==> src/rtl/vid_frame_tracker.sv <==
module vid_frame_tracker #(
  parameter int DATA_W = 24,
  parameter int DIM_W  = 16
) (
  input  logic              clk,
  input  logic              rst,
  input  logic [DIM_W-1:0]  cfg_width,
  input  logic [DIM_W-1:0]  cfg_height,
  input  logic [DATA_W-1:0] s_data,
  input  logic              s_valid,
  input  logic              s_eol,
  input  logic              s_sof,
  output logic              s_ready,
  output logic [DATA_W-1:0] m_data,
  output logic              m_valid,
  output logic              m_eol,
  output logic              m_sof,
  input  logic              m_ready,
  output logic [DIM_W-1:0]  pix_pos,
  output logic [DIM_W-1:0]  line_pos
);

  typedef enum logic [1:0] {M_SEEK, M_RUN, M_HOLD} mode_t;
  localparam logic [DIM_W-1:0] ONE = DIM_W'(1);

  mode_t            mode;
  logic [DIM_W-1:0] pix_cnt, line_cnt, wid_q, hgt_q;
  logic [DIM_W-1:0] wid_eff, hgt_eff, pix_here, line_here, pix_next, line_next;
  logic             fire, accept, line_full, frame_done;

  assign fire       = s_valid & m_ready;
  assign wid_eff    = s_sof ? ((cfg_width  == '0) ? ONE : cfg_width)  : wid_q;
  assign hgt_eff    = s_sof ? ((cfg_height == '0) ? ONE : cfg_height) : hgt_q;
  assign pix_here   = s_sof ? '0 : pix_cnt;
  assign line_here  = s_sof ? '0 : line_cnt;
  assign pix_next   = pix_here + ONE;
  assign line_next  = line_here + ONE;
  assign line_full  = (pix_next == wid_eff);
  assign frame_done = (line_next == hgt_eff);
  assign accept     = s_valid & (s_sof | (mode == M_RUN));

  assign s_ready  = m_ready;
  assign m_data   = s_data;
  assign m_valid  = accept;
  assign m_sof    = accept & s_sof;
  assign m_eol    = accept & line_full;
  assign pix_pos  = pix_cnt;
  assign line_pos = line_cnt;

  always_ff @(posedge clk) begin
    if (rst) begin
      mode     <= M_SEEK;
      pix_cnt  <= '0;
      line_cnt <= '0;
      wid_q    <= ONE;
      hgt_q    <= ONE;
    end else if (fire) begin
      if (s_sof) begin
        wid_q <= wid_eff;
        hgt_q <= hgt_eff;
      end
      if ((accept && line_full && s_eol) || (!accept && mode == M_HOLD && s_eol)) begin
        pix_cnt <= '0;
        if (frame_done) begin
          line_cnt <= '0;
          mode     <= M_SEEK;
        end else begin
          line_cnt <= line_next;
          mode     <= M_RUN;
        end
      end else if (accept) begin
        pix_cnt  <= pix_next;
        line_cnt <= line_here;
        mode     <= line_full ? M_HOLD : M_RUN;
      end
    end
  end

  assert_seek_drop_R1: assert property (@(posedge clk) disable iff (rst)
    (mode == M_SEEK && s_valid && !s_sof) |-> !m_valid);

  assert_pix_bound_R4: assert property (@(posedge clk) disable iff (rst)
    pix_cnt <= wid_q);

  assert_eol_clear_R5: assert property (@(posedge clk) disable iff (rst)
    (fire && mode == M_HOLD && !s_sof && s_eol) |=> (pix_cnt == '0));

  assert_sof_restart_R6: assert property (@(posedge clk) disable iff (rst)
    (fire && s_sof && cfg_width > ONE) |=> (pix_cnt == ONE && line_cnt == '0));

  assert_line_bound_R7: assert property (@(posedge clk) disable iff (rst)
    line_cnt < hgt_q);

  assert_stall_hold_R8: assert property (@(posedge clk) disable iff (rst)
    !m_ready |=> ($stable(pix_cnt) && $stable(line_cnt)));

endmodule

==> config.mk <==
export PLATFORM = sky130hd
export DESIGN_NAME = vid_frame_tracker
export DESIGN_NICKNAME = d
export VERILOG_FILES = /design/src/rtl/vid_frame_tracker.sv
export SDC_FILE = /design/constraint.sdc
export NUM_CORES = 1
export LEC_CHECK = 0
export ABC_AREA = 1
export CAP_MARGIN = 40
export CORE_MARGIN = 5
export CORE_UTILIZATION = 65
export DETAILED_ROUTE_END_ITERATION = 12
export DONT_BUFFER_PORTS = 1
export PLACE_DENSITY_LB_ADDON = 0.15
export SKIP_CTS_REPAIR_TIMING = 1
export SYNTH_ARGS = -nofsm -noshare
export SYNTH_HDL_FRONTEND = slang
export SYNTH_SLANG_ARGS = --single-unit
==> constraint.sdc <==
create_clock -name clk -period 4.63 [get_ports clk]
set_input_delay 0.2315 -clock clk [delete_from_list [all_inputs] [get_ports clk]]
set_output_delay 0.2315 -clock clk [all_outputs]
set_load 0.01 [all_outputs]
# == Yosys cells after proc, flatten, opt, wreduce, memory -nomap -nowiden ==
# Index checks and enable logic that the tools add are counted.
# totals
ff_bits,66
inputBits,62
out_inout_bits,60
elab_cells,42
# op_classes
addsub,2
eq_ne,4
mux,15
bitwise_logic,5
n_reduce_logical,11
# ops
cell,n
16-bit two-way mux,11
"16-bit by 1-bit adder with 16-bit output, second input constant",2
16-bit equality test,2
16-bit logical NOT,2
2-bit two-way mux,3
1-bit bitwise AND,4
1-bit logical AND,4
2-bit AND reduction,2
"2-bit by 1-bit equality test with 1-bit output, second input constant",1
"2-bit equality test, second input constant",1
2-bit nonzero test,1
1-bit logical NOT,1
1-bit logical OR,1
1-bit two-way mux,1
1-bit OR,1

# == Longest topological paths before layout ==
# logic_depth
ltp_word,9
depth_mapped,23
mapped_depth_nobuf,20

# == Least setup slack after synthesis ==
# Ideal clock, no wire load.
# synth_timing
kind,input-to-reg
start,input port s_sof
end,"register pix_cnt[3], in the netlist pix_pos[3]"
setup_ns,0.129
arrival_time_ns,2.495
path_slack_ns,2.007
cell_stages,22
n_path_buf,3
cell_sequence,inv_2 -> buf_2 -> buf_2 -> nand2_1 -> inv_1 -> ha_1 -> nand4_2 -> inv_1 -> nand2_1 -> nand2_1 -> nand2_1 -> nand2_1 -> nand2_1 -> nor2_1 -> nand3_1 -> nor2_2 -> nand4_4 -> nand2_4 -> inv_2 -> buf_6 -> nand2_1 -> a21oi_1
# synth_via
elab_chain_cells,8
word_cells_on_any_way,16
# synth_rtl
element,line_no,source
from (decl),12,"input logic s_sof,"
16-bit two-way mux or 1-bit OR (tied branches),"34, 40",
16-bit by 1-bit adder with 16-bit output or 1-bit bitwise AND (tied branches),"36, 40",
16-bit equality test or 1-bit logical NOT (tied branches),"38, 62",
1-bit logical AND (2 in series),62,if ((accept && line_full && s_eol) || (!accept && mode == M_HOLD && s_eol)) begin
1-bit logical OR,62,
2-bit nonzero test (no source line),-,
2-bit AND reduction (no source line),-,
to (signal assigned),72,pix_cnt <= pix_next;
to (decl),27,"logic [DIM_W-1:0] pix_cnt, line_cnt, wid_q, hgt_q;"
# Several ways; a longest one is shown, not always the timed one. The select of a mux whose other input is x is not followed.
# A chain may end at the register's enable or synchronous reset.

# == Worst setup path after layout ==
# layout_timing
start,"register pix_cnt[0], in the netlist pix_pos[0]"
end,"register pix_cnt[14], in the netlist pix_pos[14]"
# layout_via
elab_chain_cells,8
word_cells_on_any_way,10
# layout_rtl
element,line_no,source
16-bit two-way mux (*),34,assign pix_here = s_sof ? '0 : pix_cnt;
16-bit by 1-bit adder with 16-bit output (*),36,assign pix_next = pix_here + ONE;
16-bit equality test,38,assign line_full = (pix_next == wid_eff);
1-bit logical AND (2 in series),62,
1-bit logical OR,62,
2-bit nonzero test (no source line),-,
2-bit AND reduction (no source line),-,
# Mark *: on every way between the ends. The rest lies on a longest branch, timed or not. The select of a mux whose other input is x is not followed.

==> summary.md <==
| Metric | Value |
|---|---|
| Status | complete, no violations |
| Area growth syn-to-layout | -0.434% |
| Final instance area | 5170 um2 |
| Period utilization | 0.744 |
| Async S/R FF share, synth | 0 |
| Routed via count | 5566 |
| CTS buffer count | 9 |
| Largest net degree at the start of global routing | 59 |
| CTS tree | built |
| Root Buffer | clkbuf_8 |
| Final wirelength | 15200 um |
| Port Buffers | 0 |
| Worst-skew pair later-pin latency | 0.37 ns |
| Critical Path Source Type | flop |
| Worst Setup End Kind | flop |
| Fmax | 290 MHz |
| Fraction of layout cells with a size suffix above 1 | 0.0475 |
| Core area | 7770 um2 |
| Total global-route track usage | 0.308 |
| # setup viols final | 0 |
| Area share of the largest cell type after synthesis | 0.255 |
| Die width | 99.3 um |
| 1st-iter DRT viols | between 500 and 600 |
| Area post-placement | 4970 um2 |
| Core Rows | 32 |
| Top flip-flop cell by instance count after synthesis | dfxtp_1 |
| Slew HR | 0.448 |
| Busiest grt layer | met1 |
| Pwr dens | between 200 and 300 nW/um2 |
| Reg2Reg Depth | 16 |
| Gate count of the mapped netlist | between 900 and 1000 |
| Clock-pin slew on the worst setup and hold paths | 0.08 ns |
| Mapped Nets | 968 |
| Max cap viols | 0 |
| Distinct cells, synth | 34 |
| Average wire per standard cell | approximately 16 um |
| Diode count | 0 |
| Slew Limit Fails | 0 |
| Max Fanout on Critical Path | 19 |
| Yosys warnings | 0 |
| Synth Register Bits | 66 |
| Layout Skew | 0.0196 ns |
| Post-Syn Area | around 5200 um2 |
| Global-route wire length before repair | approximately 25000 um |
| Hold WC Path Type | input pin to flop |
| Leak pwr | between 2 and 2.5 nW |
| # clock sinks | 66 |
| Post-route DRC | 0 |
| Die height | 99.3 um |
| WHS Path Cells | 2 |
| Seq/Total Area, Yosys | 0.255 |
| Met2 Resource Use GR | 0.433 |
| Total Neg Setup Slack | 0 ns |
| CP required | roughly 4.8 ns |
| VDD IR-drop max | 0.238 mV |
| HPWL Detailed | 11200 um |
| Clock Path Buffers | 2 |
| Post-synth EDFFs | 0 |
| RePlAce Congestion | just under 1 |
| Syn_area_per_cell | 5.74 um2 |
| Met1 GRT Util | 0.465 |
| H-tree depth | 3 |
| Total gr overflow | 0 |
| Starting Density | 0.668 |
| Post-route antenna net violation count | 0 |
| Met3 Resource Use GR | 0.0603 |
| IO Pins | 122 |
| Number of vias per cell | 5.77 |
| CP Data Arrival Time | around 3.7 ns |
| Die area | 9870 um2 |
| Fin Hold WS | 0.00581 ns |
| Area leader, netlist | dfxtp_1 |
| Top post-synthesis cells by area | dfxtp_1, nand2_1, nand3_1, inv_1, nor2_1 |
| First-pass DRT Iterations | 5 |
| Endpoints failing hold | 0 |
| Tmin final | between 3 and 4 ns |
| CP Class | flop to flop |
| Final Net Count | between 900 and 1000 |
| Vias in the first global route | 4973 |
| Worst Tran Pin Value | 0.827 ns |
| RSZ-0062 raised after global routing | false |
| Initial antenna violation count | 0 |
[where the power goes]
part           switching, mW  internal, mW
logic                  0.135        0.0689
registers             0.0287         0.594
clock network          0.269         0.215
[sequential cells by signal, summed over array words and instances, names as in the netlist]
register / cells
pix_pos: 16
line_pos: 16
wid_q: 16
hgt_q: 16
mode: 2
[through the flow]
stage / setup WS, ns / total power [mW] / util / instances
3_5_place_dp: 1.25 / 0.834 / 0.640 / 948
6_report: 1.18 / 1.31 / 0.665 / 965
5_1_grt: 0.930 / 1.37 / 0.665 / 965
3_3_place_gp: 1.31 / 0.828 / 0.640 / 948
4_1_cts: 1.28 / 1.30 / 0.664 / 964
2_1_floorplan: 2.01 / 0.819 / - / 904
[synth_stat cells, types with 3 or more instances]
master,n
nand2_1,289
inv_1,115
nand3_1,100
nor2_1,90
dfxtp_1,66
a21oi_1,61
o21ai_0,57
buf_4,28
clkbuf_1,20
nand4_1,10
buf_2,9
xor2_1,9
nor2_2,8
buf_6,4
nor3_1,4
xnor2_1,4
inv_2,3
nand3_2,3
o21ai_1,3
[cells by family (layout without fill, tap and decap cells)]
| logic type | count (synthesis) | count (layout) | synth area share |
|---|---|---|---|
| AND/OR/NAND/NOR | 512 | 512 | 0.420 |
| AO/OA/AOI/OAI | 129 | 129 | 0.128 |
| buffers and inverters | 179 | 138 | 0.158 |
| XOR/XNOR | 16 | 16 | 0.0352 |
| adder cells (fa/ha/maj) | 2 | 2 | 0.00482 |
| flip-flops | 66 | 66 | 0.255 |
[path summary, 6_finish.rpt]
check              from           to  slack (ns)
min reg2reg   hgt_q[11]    hgt_q[11]        0.47
max          pix_pos[0]  pix_pos[14]        1.18
max reg2reg  pix_pos[0]  pix_pos[14]        1.18
min                 rst     wid_q[0]       0.006
[cells in the final DEF (no fill, tap or decap), types with 3 or more instances in the layout]
cell	synthesis	final
nand2_1	289	289
nor2_1	90	89
clkbuf_8	0	10
inv_6	0	3
o21ai_1	3	3
inv_2	3	3
inv_1	115	115
nand3_1	100	100
o21ai_0	57	57
a21oi_1	61	61
buf_4	28	3
dfxtp_1	66	66
nand4_1	10	10
nor2_2	8	8
nor3_1	4	4
xnor2_1	4	4
nand3_2	3	3
xor2_1	9	9
[layer usage]
layer  vias up  share of wire
met5         -              0
met4         0          0.023
met3        42           0.13
met2       329           0.41
met1      2444           0.44
li1       2751              -
[area by class of cell]
class	count	area (um2)
clock buffers	10	138
fillers	791	2600
flip-flops and latches	66	1320
clock inverters	6	47.5
repair buffers	4	32.5
well taps	102	128
inverters	118	443
multi-input cells	659	3060
[worst max-delay path: stages (launching register included)]
cell and delay, ns:
dfxtp_1 0.49, nand2_1 0.18, inv_1 0.11, ha_1 0.21, nand4_2 0.17, nor2_1 0.28
nand4_1 0.25, nand3_1 0.17, nand2_1 0.07, nor2_1 0.15, nand2_1 0.08, nor2_2 0.13
nand4_4 0.29, nand2_4 0.32, inv_2 0.21, nand3_1 0.12, a21oi_1 0.07
Power figures use the tool's default switching activity.
